--- config.mk ---
export PLATFORM = sky130hd
export DESIGN_NAME = sdram_init_refresh
export DESIGN_NICKNAME = d
export VERILOG_FILES = /design/src/rtl/sdram_seq_pkg.sv /design/src/rtl/sdram_init_fsm.sv /design/src/rtl/sdram_ref_timer.sv /design/src/rtl/sdram_starve_mon.sv /design/src/rtl/sdram_init_refresh.sv
export SDC_FILE = /design/constraint.sdc
export NUM_CORES = 1
export LEC_CHECK = 0
export BUFFER_PORTS_ARGS = -buffer_cell sky130_fd_sc_hd__buf_4
export CAP_MARGIN = 20
export CORE_MARGIN = 3
export CORE_UTILIZATION = 55
export DETAILED_ROUTE_END_ITERATION = 10
export GPL_TIMING_DRIVEN = 1
export HOLD_SLACK_MARGIN = 0.12
export PLACE_DENSITY = 0.75
export SETUP_SLACK_MARGIN = 0.1
export SLEW_MARGIN = 20
export SYNTH_ARGS = -nofsm -noshare
export SYNTH_HDL_FRONTEND = slang
export SYNTH_SLANG_ARGS = --single-unit
--- constraint.sdc ---
create_clock -name clk -period 7.2 [get_ports clk]
set_input_delay 0.36 -clock clk [delete_from_list [all_inputs] [get_ports clk]]
set_output_delay 0.36 -clock clk [all_outputs]
set_load 0.05 [all_outputs]
--- src/rtl/sdram_seq_pkg.sv ---
package sdram_seq_pkg;

  typedef enum logic [1:0] {
    SEQ_NOP           = 2'd0,
    SEQ_PRECHARGE_ALL = 2'd1,
    SEQ_AUTO_REFRESH  = 2'd2,
    SEQ_LOAD_MODE     = 2'd3
  } seq_cmd_e;

  // Convert nanoseconds to clock cycles, rounding up, never below one.
  function automatic int ns_to_cycles(input int t_ns, input int clk_ps);
    int c;
    c = (t_ns * 1000 + clk_ps - 1) / clk_ps;
    return (c < 1) ? 1 : c;
  endfunction

  // Mode register value: burst length 1, sequential, given CAS latency.
  function automatic logic [11:0] mode_bits(input int cas);
    logic [11:0] m;
    m = '0;
    m[2:0] = 3'b000;
    m[3]   = 1'b0;
    m[6:4] = 3'(cas);
    return m;
  endfunction

endpackage

--- src/rtl/sdram_init_fsm.sv ---
module sdram_init_fsm
  import sdram_seq_pkg::*;
#(
  parameter int PWR_CYC   = 12500,
  parameter int TRP_CYC   = 3,
  parameter int TRFC_CYC  = 9,
  parameter int TMRD_CYC  = 2,
  parameter int INIT_REFS = 2
) (
  input  logic     clk,
  input  logic     rst_n,
  input  logic     cmd_issued,
  output logic     cmd_valid,
  output seq_cmd_e cmd,
  output logic     done
);
  localparam int WC_W = $clog2(PWR_CYC + 1);
  localparam int RC_W = $clog2(INIT_REFS + 1);

  typedef enum logic [1:0] {PH_PRE, PH_REF, PH_LMR, PH_FIN} phase_e;

  phase_e           phase;
  logic [WC_W-1:0]  wcnt;
  logic [RC_W-1:0]  refs_left;
  logic             waiting;
  logic             fire;

  assign waiting   = (wcnt != '0);
  assign cmd_valid = !waiting && (phase != PH_FIN);
  assign fire      = cmd_valid && cmd_issued;
  assign done      = !waiting && (phase == PH_FIN);

  always_comb begin
    unique case (phase)
      PH_PRE:  cmd = SEQ_PRECHARGE_ALL;
      PH_REF:  cmd = SEQ_AUTO_REFRESH;
      PH_LMR:  cmd = SEQ_LOAD_MODE;
      default: cmd = SEQ_NOP;
    endcase
  end

  always_ff @(posedge clk) begin
    if (!rst_n) begin
      phase     <= PH_PRE;
      wcnt      <= WC_W'(PWR_CYC);
      refs_left <= RC_W'(INIT_REFS);
    end else if (waiting) begin
      wcnt <= wcnt - 1'b1;
    end else if (fire) begin
      unique case (phase)
        PH_PRE: begin
          phase <= PH_REF;
          wcnt  <= WC_W'(TRP_CYC - 1);
        end
        PH_REF: begin
          if (refs_left == RC_W'(1)) phase <= PH_LMR;
          refs_left <= refs_left - 1'b1;
          wcnt      <= WC_W'(TRFC_CYC - 1);
        end
        PH_LMR: begin
          phase <= PH_FIN;
          wcnt  <= WC_W'(TMRD_CYC - 1);
        end
        default: ;
      endcase
    end
  end

  // an offered command is held unchanged until taken
  a_r5_cmd_held: assert property (@(posedge clk) disable iff (!rst_n)
    cmd_valid && !cmd_issued |=> cmd_valid && $stable(cmd));

  // once complete, stays complete
  a_r7_done_sticky: assert property (@(posedge clk) disable iff (!rst_n)
    done |=> done);

  // no init command after completion
  a_r3_quiet_after_done: assert property (@(posedge clk) disable iff (!rst_n)
    done |-> !cmd_valid);

endmodule

--- src/rtl/sdram_ref_timer.sv ---
module sdram_ref_timer #(
  parameter int REF_CYC = 1954,
  parameter int PEND_W  = 4
) (
  input  logic              clk,
  input  logic              rst_n,
  input  logic              run,
  input  logic              gnt,
  output logic              req,
  output logic [PEND_W-1:0] pending
);
  localparam int IC_W = $clog2(REF_CYC + 1);
  localparam logic [PEND_W-1:0] PEND_MAX = '1;

  logic [IC_W-1:0] icnt;
  logic            tick;
  logic            take;
  logic            add;

  assign tick = run && (icnt == IC_W'(REF_CYC - 1));
  assign req  = (pending != '0);
  assign take = gnt && req;
  assign add  = tick && (pending != PEND_MAX);

  always_ff @(posedge clk) begin
    if (!rst_n) begin
      icnt <= '0;
    end else if (run) begin
      icnt <= tick ? '0 : icnt + 1'b1;
    end
  end

  always_ff @(posedge clk) begin
    if (!rst_n) begin
      pending <= '0;
    end else if (add && !take) begin
      pending <= pending + 1'b1;
    end else if (take && !add) begin
      pending <= pending - 1'b1;
    end
  end

  // an expiry without a grant is never lost (below saturation)
  a_r9_no_lost_refresh: assert property (@(posedge clk) disable iff (!rst_n)
    tick && !take && (pending != PEND_MAX) |=> pending == $past(pending) + 1'b1);

  // no request before initialization completes
  a_r8_no_early_req: assert property (@(posedge clk) disable iff (!rst_n)
    !run |-> !req);

endmodule

--- src/rtl/sdram_starve_mon.sv ---
module sdram_starve_mon #(
  parameter int STARVE_CYC = 512,
  parameter bit STARVE_EN  = 1'b1
) (
  input  logic clk,
  input  logic rst_n,
  input  logic req,
  input  logic gnt,
  output logic starve
);
  generate
    if (STARVE_EN) begin : g_mon
      localparam int SC_W = $clog2(STARVE_CYC + 1);
      logic [SC_W-1:0] scnt;
      logic            held;
      logic            hit;

      assign held   = req && !gnt;
      assign hit    = held && (scnt == SC_W'(STARVE_CYC - 1));
      assign starve = hit;

      always_ff @(posedge clk) begin
        if (!rst_n || !held || hit) scnt <= '0;
        else                        scnt <= scnt + 1'b1;
      end
    end else begin : g_off
      assign starve = 1'b0;
    end
  endgenerate

  // a starvation pulse only while a request is withheld
  a_r10_starve_cause: assert property (@(posedge clk) disable iff (!rst_n)
    starve |-> req && !gnt);

  // the pulse lasts one cycle
  a_r10_single_pulse: assert property (@(posedge clk) disable iff (!rst_n)
    starve |=> !starve);

endmodule

--- src/rtl/sdram_init_refresh.sv ---
module sdram_init_refresh
  import sdram_seq_pkg::*;
#(
  parameter int CLK_PS     = 8000,
  parameter int PWRUP_NS   = 100000,
  parameter int TRP_NS     = 20,
  parameter int TRFC_NS    = 70,
  parameter int TREF_NS    = 15625,
  parameter int TMRD_CYC   = 2,
  parameter int INIT_REFS  = 2,
  parameter int CAS_LAT    = 3,
  parameter int ROW_W      = 12,
  parameter int PEND_W     = 4,
  parameter int STARVE_CYC = 512,
  parameter bit STARVE_EN  = 1'b1
) (
  input  logic             clk,
  input  logic             rst_n,
  input  logic             cmd_issued,
  input  logic             ref_gnt,
  output logic             init_cmd_valid,
  output logic [1:0]       init_cmd,
  output logic [ROW_W-1:0] mode_word,
  output logic             init_done,
  output logic             ref_req,
  output logic [PEND_W-1:0] ref_pending,
  output logic             starve
);
  localparam int PWR_CYC  = ns_to_cycles(PWRUP_NS, CLK_PS);
  localparam int TRP_CYC  = ns_to_cycles(TRP_NS, CLK_PS);
  localparam int TRFC_CYC = ns_to_cycles(TRFC_NS, CLK_PS);
  localparam int REF_CYC  = ns_to_cycles(TREF_NS, CLK_PS);

  seq_cmd_e cmd_e;

  sdram_init_fsm #(
    .PWR_CYC(PWR_CYC), .TRP_CYC(TRP_CYC), .TRFC_CYC(TRFC_CYC),
    .TMRD_CYC(TMRD_CYC), .INIT_REFS(INIT_REFS)
  ) u_init (
    .clk(clk), .rst_n(rst_n), .cmd_issued(cmd_issued),
    .cmd_valid(init_cmd_valid), .cmd(cmd_e), .done(init_done)
  );

  assign init_cmd  = cmd_e;
  assign mode_word = ROW_W'(mode_bits(CAS_LAT));

  sdram_ref_timer #(.REF_CYC(REF_CYC), .PEND_W(PEND_W)) u_ref (
    .clk(clk), .rst_n(rst_n), .run(init_done), .gnt(ref_gnt),
    .req(ref_req), .pending(ref_pending)
  );

  sdram_starve_mon #(.STARVE_CYC(STARVE_CYC), .STARVE_EN(STARVE_EN)) u_starve (
    .clk(clk), .rst_n(rst_n), .req(ref_req), .gnt(ref_gnt), .starve(starve)
  );

  // a request is shown whenever refreshes are owed
  a_r9_req_matches_pending: assert property (@(posedge clk) disable iff (!rst_n)
    (ref_pending != '0) |-> ref_req);

endmodule

==> qor.tcl <==
set qor(outcome) {completed}
set qor(post_cts_resize_count) 0
set qor(dpl.cell_count) 343
set qor(startpoint_class_of_the_critical_path) {register}
set qor(top_ff_cell_synth) {dfxtp_1}
set qor(routed_wire_length_per_instance_um) 13.5
set qor(timing.slew.headroom_pct) 59.6
set qor(num-fill-cells) 378
set qor(drc) 0
set qor(number_of_cts_inserted_buffers) 5
set qor(required_time_of_the_critical_path_ns) 7.43
set qor(vias_post_dr) 2052
set qor(clock_tree.buffer_depth) 2
set qor(synth.avg_cell_area_sq_um) 8.58
set qor(post-cts-setup-buffer-count) 0
set qor(initial_core_util_pct) 59.6
set qor(worst_pin_slew_ns) 0.603
set qor(reg2reg_slack_ns) 4.28
set qor(final_min_period_over_clock_period_pct) 40.6
set qor(portBuffers) 13
set qor(die_width_um) 73.5
set qor(dieArea_sq_um) 5400
set qor(max-cap-violations) 0
set qor(grt_setup_unrepaired) {no}
set qor(timing_max_transition_violations_final) 0
set qor(postSynthRegisterBits) 43
set qor(antenna_found_initial) 0
set qor(finalWorstPathRequiredPeriod_ns) 2.92
set qor(placed_area_sq_um) 2560
set qor(boundaryPins) 26
set qor(leakage_nw) 1.04
set qor(final_antenna_net_count) 0
set qor(setup_violations) 0
set qor(final_cell_mix) {dfxtp_1 (43), nor2_1 (26), nand2_1 (22)}
set qor(worstSetupEndpointType) {register}
set qor(critical_path.endpoint) {u_ref.pending[3]}
set qor(synth_sequential_area_ratio_pct) 34.3
set qor(layout_commonest_cell) {dfxtp_1}
set qor(clk-insertion-delay-late_ns) 0.30
set qor(worst-path-max-fanout) 5
set qor(first_pass_iters) 4
set qor(worst_setup_skew_after_layout_ns) 0.0110
set qor(dpl.hpwl_um) 3360
set qor(yosysUniqueCellTypes) 59
set qor(source_of_the_worst_register_to_register_timing_path) {u_init.wcnt[0]}
set qor(area_delta_synth_final_pct) 6.89
set qor(number_of_hold_violations_in_the_final_report) 0
set qor(crit_path_start) {u_init.wcnt[0]}
set qor(die_height_um) 73.5
set qor(crit-reg2reg-capture) {u_ref.pending[3]}
set qor(clk_transition_reported_paths_ns) 0.09
set qor(gpl.final_weighted_congestion) 0.849
set qor(irDropWorstVdd_mv) 0.183
set qor(grt_util_all_layers_pct) 19.1
set qor(stdcell_count) 351
set qor(cts_sinks) 43
set qor(diodes) 0
set qor(worstRegToRegCells) 13
set qor(fmax_mhz) 342
set qor(synth_cells) 292
set qor(tritoncts) {built}
set qor(num-nets-final) 320
set qor(holdCritPathClass) {in2reg}
set qor(root_buffer) {clkbuf_8}
set qor(grt_pass1_vias) 1777
set qor(cts_hold_buf) 0
set qor(synth_enable_flop_cells) 0
set qor(yosys_warnings) 0
set qor(fin_setup_tns_ns) 0
set qor(design.core.area_sq_um) 4200
set qor(placement_rows) 23
set qor(cts_htree_levels) 2
set qor(share_of_final_layout_standard_cells_stronger_than_drive_strength_1_pct) 10.3
set qor(grt_start_max_net_pins) 27
set qor(async_flop_share_pct) 0
set qor(netlist_area_sq_um) 2510
set qor(post-layout-total-power_mw) 0.481
set qor(routed_via_density) 5.85
set qor(finalHoldWorstSlack_ns) 0.388
set qor(grt_first_pass_wirelength_um) 8060
set qor(totalWireLength_um) 4720
set qor(data_arrival_time_at_the_worst_slack_endpoint_ns) 3.15
set qor(post_layout_instance_area_sq_um) 2680
set qor(first_iter_violations) 123
set qor(path_class) {reg2reg}
set qor(overflow) 0
set qor(power_density_nw_per_um2) 180
==> where the power goes <==
part,total [mW],internal [mW],switching [mW],leakage (nW)
combinational,0.0363,0.00889,0.0274,0.630
sequential,0.248,0.242,0.00550,0.348
clock,0.197,0.112,0.0849,0.0612
==> critical path, stage by stage, from the launching register on <==
cell and delay (ns):
dfxtp_1 0.35, inv_1 0.09, ha_1 0.18, nor4b_2 0.32, and4_1 0.35, nand2_1 0.07, a41oi_1 0.17, ha_1 0.19
inv_1 0.09, ha_1 0.28, a21o_1 0.17, a21oi_1 0.16, mux2i_1 0.23, mux2i_1 0.19
==> kinds of logic after synthesis <==
group,Yosys count,share of synthesized area (%)
adders and majority gates,16,8.29
and+or+nand+nor,124,28.4
muxes,4,1.60
AOI/OAI and AO/OA,53,14.2
other,2,0.300
buffers and inverters,36,7.94
xor gates and xnor gates,14,4.89
DFF,43,34.3
==> worst min-delay path by stage <==
stage          slack [ns]              startpoint  depth (start not counted)                endpoint
2_1_floorplan        0.43  u_starve.g_mon.scnt[0]                          1  u_starve.g_mon.scnt[0]
3_3_place_gp         0.44  u_starve.g_mon.scnt[0]                          1  u_starve.g_mon.scnt[0]
3_5_place_dp         0.45  u_starve.g_mon.scnt[0]                          1  u_starve.g_mon.scnt[0]
4_1_cts              0.38                   rst_n                          2     u_init.refs_left[1]
5_1_grt              0.39                   rst_n                          2     u_init.refs_left[1]
6_report             0.39                   rst_n                          2         u_init.wcnt[13]
==> state kept, by name (all words and copies together), names as in the netlist <==
register / count
u_init.phase: 2
u_init.wcnt: 14
u_ref.icnt: 11
u_init.refs_left: 2
u_ref.pending: 4
u_starve.g_mon.scnt: 10
==> metal layers <==
layer	vias up	GRT usage (%)	part of all wire, %
met5	-	0	0
met1	956	26.4	51
li1	1048	-	-
met3	10	4.51	4.2
met4	0	9.66	2.0
met2	38	27.6	43
==> cell usage after synthesis, types with 6 or more instances <==
master / count / area, sq um
nor2_1: 26 / 97.6
o21ai_0: 11 / 55.1
nand3_1: 17 / 85.1
xor2_1: 10 / 87.6
dfxtp_1: 43 / 861
nor3_1: 10 / 50.1
a21oi_1: 13 / 65.1
buf_4: 12 / 90.1
and3_1: 6 / 37.5
inv_1: 12 / 45.0
nand2_1: 22 / 82.6
ha_1: 15 / 188
a211oi_1: 6 / 45.0
==> final cells by class <==
cell class / instances / area, sq um / area share, %
multi-input cells: 223 / 1480 / 55.4
well taps: 50 / 62.6 / 2.34
clock buffers: 6 / 82.6 / 3.08
repair buffers: 14 / 105 / 3.92
clock inverters: 2 / 35.0 / 1.31
flip-flops and latches: 43 / 861 / 32.1
inverters: 13 / 48.8 / 1.82
==> per-stage QoR <==
step	utilization [%]	worst slack (ns)
6_report	63.8	4.28
2_1_floorplan	-	4.30
4_1_cts	63.8	4.27
3_3_place_gp	61.0	4.39
5_1_grt	63.8	4.03
3_5_place_dp	61.0	4.31
No activity file was read; power rests on OpenSTA's default activity.
